## config.mk

```make
export PLATFORM = sky130hd
export DESIGN_NAME = flash_cmd_front
export DESIGN_NICKNAME = d
export VERILOG_FILES = /design/src/rtl/flash_cmd_front.sv
export SDC_FILE = /design/constraint.sdc
export NUM_CORES = 1
export LEC_CHECK = 0
export ABC_AREA = 1
export BUFFER_PORTS_ARGS = -buffer_cell sky130_fd_sc_hd__buf_4
export CORE_MARGIN = 2
export CORE_UTILIZATION = 60
export DETAILED_ROUTE_END_ITERATION = 6
export GPL_ROUTABILITY_DRIVEN = 0
export PLACE_DENSITY = 0.77
export SYNTH_ARGS = -nofsm -noshare
export SYNTH_HDL_FRONTEND = slang
export SYNTH_SLANG_ARGS = --single-unit
```

## constraint.sdc

```tcl
create_clock -name clk -period 2.3 [get_ports clk]
set_clock_uncertainty 0.05 [all_clocks]
set_input_delay 0.345 -clock clk [delete_from_list [all_inputs] [get_ports clk]]
set_output_delay 0.345 -clock clk [all_outputs]
set_load 0.02 [all_outputs]
```

## src/rtl/flash_cmd_front.sv

```systemverilog
module flash_cmd_front #(
  parameter int AW       = 3,
  parameter int BUSY_CYC = 6
) (
  input  logic          clk,
  input  logic          rst_n,
  input  logic          rp_n,
  input  logic          vpp_ok,
  input  logic          ce_n,
  input  logic          we_n,
  input  logic          oe_n,
  input  logic [AW-1:0] addr,
  input  logic [7:0]    din,
  output logic [7:0]    dout,
  output logic          dout_en
);
  localparam int DEPTH = 1 << AW;
  localparam int CW    = $clog2(BUSY_CYC + 1);
  localparam logic [1:0] P_NONE = 2'd0, P_PROG = 2'd1, P_ERASE = 2'd2;

  logic [7:0]    mem [DEPTH];
  logic          rd_sts, busy, op_erase;
  logic [1:0]    pend;
  logic [2:0]    err;
  logic [CW-1:0] cnt;
  logic [AW-1:0] t_addr;
  logic [7:0]    t_data;
  logic [DEPTH*8-1:0] mem_flat;

  wire       wr   = !ce_n && !we_n;
  wire       done = busy && (cnt == '0) && vpp_ok;
  wire [7:0] sts  = {!busy, 1'b0, err[2], err[1], err[0], 3'b000};

  assign dout    = rd_sts ? sts : mem[addr];
  assign dout_en = !ce_n && !oe_n && rp_n;

  for (genvar i = 0; i < DEPTH; i++) begin : g_flat
    assign mem_flat[i*8 +: 8] = mem[i];
  end

  always_ff @(posedge clk or negedge rst_n) begin
    if (!rst_n) begin
      for (int i = 0; i < DEPTH; i++) mem[i] <= 8'hFF;
    end else if (rp_n && done) begin
      if (op_erase) for (int i = 0; i < DEPTH; i++) mem[i] <= 8'hFF;
      else mem[t_addr] <= t_data;
    end
  end

  always_ff @(posedge clk or negedge rst_n) begin
    if (!rst_n) begin
      rd_sts <= 1'b0; busy <= 1'b0; op_erase <= 1'b0; pend <= P_NONE;
      err <= '0; cnt <= '0; t_addr <= '0; t_data <= '0;
    end else if (!rp_n) begin
      rd_sts <= 1'b0; busy <= 1'b0; pend <= P_NONE; err <= '0; cnt <= '0;
    end else if (busy) begin
      if (!vpp_ok) begin
        busy   <= 1'b0;
        err[0] <= 1'b1;
        if (op_erase) err[2] <= 1'b1;
        else          err[1] <= 1'b1;
      end else if (cnt == '0) busy <= 1'b0;
      else cnt <= cnt - 1'b1;
      if (wr && din == 8'hFF)      rd_sts <= 1'b0;
      else if (wr && din == 8'h70) rd_sts <= 1'b1;
    end else if (wr) begin
      case (pend)
        P_PROG: begin
          pend <= P_NONE; rd_sts <= 1'b1;
          if (err[0]) err[1] <= 1'b1;
          else if (!vpp_ok) begin err[0] <= 1'b1; err[1] <= 1'b1; end
          else begin
            busy <= 1'b1; op_erase <= 1'b0; cnt <= CW'(BUSY_CYC - 1);
            t_addr <= addr; t_data <= din;
          end
        end
        P_ERASE: begin
          pend <= P_NONE; rd_sts <= 1'b1;
          if (din != 8'hD0) err[2:1] <= 2'b11;
          else if (err[0]) err[2] <= 1'b1;
          else if (!vpp_ok) begin err[0] <= 1'b1; err[2] <= 1'b1; end
          else begin
            busy <= 1'b1; op_erase <= 1'b1; cnt <= CW'(BUSY_CYC - 1);
          end
        end
        default: begin
          case (din)
            8'hFF: rd_sts <= 1'b0;
            8'h70: rd_sts <= 1'b1;
            8'h50: err <= '0;
            8'h40: begin pend <= P_PROG;  rd_sts <= 1'b1; end
            8'h20: begin pend <= P_ERASE; rd_sts <= 1'b1; end
            default: ;
          endcase
        end
      endcase
    end
  end
endmodule

```

# == After elaboration in Yosys (flattened, before gate mapping) ==
# Index checks and enable logic that the tools add are counted.
# classes
muxes,63
addsub,1
n_reduce_logical,25
n_lt_le_gt_ge,3
eq_ne,32
bitwise,4
# ops
op,count
$bwmux W64,1
$mux W64,1
$mux W3,13
$mux W8,4
$mux W1,30
$bmux W8 S3,1
$demux W8 S3,1
$eq A8 B7 Y1 const B,3
$reduce_and A6 Y1,3
$ne A3 B3 Y1 const B,5
$ne A2 B2 Y1 const B,6
$mux W2,5
$logic_and A1 B1 Y1,9
$reduce_and A9 Y1,1
$eq A8 B6 Y1 const B,1
$eq A8 B8 Y1 const B,1
$ge A4 B4 Y1 const B,2
$ne A4 B1 Y1 const B,2
$ne A4 B2 Y1 const B,2
$ne A4 B4 Y1 const B,2
$ne A8 B8 Y1 const B,1
$not A3 Y4,2
$pmux W1 S2,4
$pmux W2 S2,2
21 further kinds,26
# word_totals
register_bits,86
elab_cells,146

# == Logic depth before layout (Yosys ltp) ==
# depth
depth_word,7
depth_mapped,10
mapped_depth_nobuf,10

# == Worst setup path before layout ==
# No wires, ideal clock.
# synth_timing
path_kind,input-to-output
startpoint,input port addr[1]
endpoint,output port dout[6]
setup_slack_ps,485
stages,7
path_buffers,2
t_required_ps,1905
arrival_ps,1420
cell_sequence,clkbuf_1 inv_1 clkbuf_1 o21ai_0 o22ai_1 o21ai_0 nor2_1
# synth_between
elab_chain_cells,5
# synth_rtl
item,line,rtl
"start, declared",12,"input logic [AW-1:0] addr,"
$not A3 Y4 (not written as such),34,assign dout = rd_sts ? sts : mem[addr];
$bmux W8 S3,34,
$mux W8 (not written as such) (2 in series),34,
$mux W8,34,
"end, declared",14,"output logic [7:0] dout,"
# No other way between the ends. The select of a mux whose other input is x is not followed.

# == Final worst setup path ==
# layout_timing
startpoint,register mem[19] (netlist name)
endpoint,output port dout[3]
# layout_between
elab_chain_cells,4
# layout_rtl
item,line,rtl
"start, declared",21,logic [7:0] mem [DEPTH];
"start signal, assigned by index",46,else mem[t_addr] <= t_data;
$bmux W8 S3,34,
$mux W8 (not written as such) (2 in series),34,
$mux W8,34,
# No other way between the ends. The select of a mux whose other input is x is not followed.

==> impl_metrics.ini <==
[clock_tree]
cts-root-buf = clkbuf_8
clock_path_buffers = 2
htreeDepth = 3
cts_tree = built
clock-sinks = 86
clk_latency_ns = 0.35
clk_pin_slew_ns = 0.09
cts_resized = 0
numCtsBuffers = 9

[place]
place_area_sq_um = 4660
dpl.hpwl_um = 7440
port_buffers = 26
place_inst = 650
pre_cts_slack_ns = 0.403

[drt]
met3_wirelength_um = 513
drt-initial-drc-count = 293
drc = 0
via_per_inst = 5.76
first_pass_iters = 5
wl_met1_um = 4610
ant_nets = 0
vias = 3840
wl_um = 10500
top_layer = met4
wl_met2_um = 5140
wl_per_cell_um = 15.8

[finish]
final_area_sq_um = 4870
final_util_pct = 67.9
final_cell_mix = nand2_1 (124), o21ai_0 (86), nor2_1 (69)
multi_input_area_sq_um = 1920
final_nets = 585
seqCellArea_sq_um = 2230
syn2layout_area_growth_pct = 10.8
final_common_cell = nand2_1
fill_cells = 596
drive_gt1_share_pct = 22.9
n_antenna_cell = 0
fin_cells = 667

[logic_synthesis]
yosys.area.top_type_share_pct = 38.2
async_flop_share_pct = 100
synthFlopType = dfstp_2
ys_ff_latch = 86
synthDistinctLibCells = 32
ys_seq_area_share_pct = 50.7
syn_inst = 542
synthTopCellsByArea = dfstp_2 (38%), dfrtp_1 (13%), nand2_1 (11%), o21ai_0 (9.8%), nor2_1 (5.9%)
yosysTopAreaCell = dfstp_2
syn_nets = 564
synth_edf_count = 0
syn_area_per_cell_sq_um = 8.12
yosys_warnings = 0
netlist_area_sq_um = 4400

[run]
drv_cap = 0

[floorplan]
dieArea_sq_um = 8030
die_y_um = 89.6
core_sq_um = 7180
die_x_um = 89.6
num_rows = 31
boundaryPins = 27
initial_core_util_pct = 61.3

[hold_path]
hp-class = in2reg

[timing]
finalSetupViolations = 0
fmax_ghz = 0.498
hold_viol = 0
slew_headroom_pct = 47.4
post-route-min-period_ns = 2.01
post-route-period-util_pct = 87.3
tightest_slew_ns = 0.789
rsz0062_at_grt = false
layout_setup_ws_ns = 0.293
setup_tns_ns = 0
finalMaxSlewViolations = 0

[pwr]
power_density_nw_per_um2 = 837
p_leak_nw = 2.07
peakVddDrop_uv = 404

[setup_path]
cp_num_buf_inv = 2
crit_slowest_cell = dfstp_2
crit_type = reg2out
cpLargestDelayFamily = flip-flops
cp.arrival_ns = 1.61
cp_max_fo = 2
cpPeakStageDelay_ns = 0.54
required_ns = 1.90
crit_top_cell = o21ai_0
startpoint_type = flop
crit_path_end_kind = primary output
worstPathCellList = inv_1 -> a21oi_1 -> o21ai_0 -> o211ai_1 -> nand3_1 -> o21ai_0 -> buf_4

[grt]
antenna_found_initial = 0
grt_pass1_vias = 3716
grt_max_degree = 52
grt_usage_pct = 28.5
grt_overflow = 0
grt_pass1_wl_um = 17500

[outcome]
outcome = finished, final reports clean
[repair_timing]
action	in CTS	in global routing
hold buffers	1	0
buffers inserted	0	0
endpoints found under the hold margin	17	0
[through the flow]
stage | hold WS, ns | total power [mW]
after global placement | 0.277 | 3.00
final | 0.210 | 4.08
after global routing | 0.213 | 4.32
after detailed placement | 0.278 | 3.04
after floorplan | -0.000591 | 2.65
after CTS | 0.202 | 4.08
[synthesized netlist by cell type, types with 2 or more instances]
library cell / instances
nor2_1: 69
nand3_1: 28
inv_1: 30
inv_2: 2
a31oi_1: 2
o211ai_1: 4
nand2_1: 124
a21oi_1: 5
ha_1: 4
nor3_1: 6
o21ai_1: 39
o21ai_2: 4
clkbuf_1: 12
buf_6: 4
o21ai_0: 86
nand2_2: 3
nand2_4: 5
o221ai_1: 4
dfrtp_1: 22
dfstp_2: 64
buf_2: 6
o22ai_1: 9
[per-layer routing]
layer,vias to the layer above,track usage [%]
li1,1848,-
met1,1829,37.8
met2,136,46.5
met3,27,3.66
met4,0,13.4
met5,-,0
[final timing paths]
kind                                     start                     to  slack, ns  cells after the start
setup / recovery           mem[19]$_DFFE_PN1P_                dout[3]       0.29                      7
setup reg to reg            cnt[0]$_DFFE_PN0P_     cnt[0]$_DFFE_PN0P_       0.50                     10
max in group asynchronous                rst_n    mem[37]$_DFFE_PN1P_       1.09                      3
hold / removal                          din[6]  t_data[6]$_DFFE_PN0P_       0.21                      3
min in group asynchronous                rst_n  t_addr[0]$_DFFE_PN0P_       0.44                      2
hold reg to reg            mem[38]$_DFFE_PN1P_    mem[38]$_DFFE_PN1P_       0.43                      2
[sequential cells by signal, summed over array words and instances, names as in the netlist]
register / count
op_erase: 1
t_addr: 3
t_data: 8
pend: 2
rd_sts: 1
mem: 64
cnt: 3
err: 3
busy: 1
[final cells by class]
| type | instances | share of cell area (%) |
|---|---|---|
| multi-input cells | 400 | 39.4 |
| well taps | 99 | 2.54 |
| clock inverters | 5 | 0.822 |
| flip-flops and latches | 86 | 45.8 |
| clock buffers | 11 | 3.34 |
| repair buffers | 32 | 5.49 |
| inverters | 34 | 2.64 |
[kinds of logic after synthesis]
kind of cell / Yosys count / synth area share [%]
fa+ha+maj: 4 / 1.14
flops: 86 / 50.7
compound gates: 154 / 18.8
buf+inv: 56 / 5.66
xor+xnor: 1 / 0.199
simple gates: 241 / 23.4
[report_power, final]
part	internal, mW	leakage (nW)	switching [mW]
clock	0.495	0.0986	0.563
sequential	1.80	0.947	0.190
combinational	0.318	1.03	0.712
total	2.62	2.07	1.46
[worst register-to-register path: cells and delay by family (launching register included)]
kind / cells / cell delay [ns]
AND/OR/NAND/NOR: 6 / 0.83
flip-flops: 1 / 0.36
adder cells (fa/ha/maj): 1 / 0.19
AO/OA/AOI/OAI: 2 / 0.19
buffers and inverters: 1 / 0.07
Note: power is estimated with default switching activity, not from simulation.
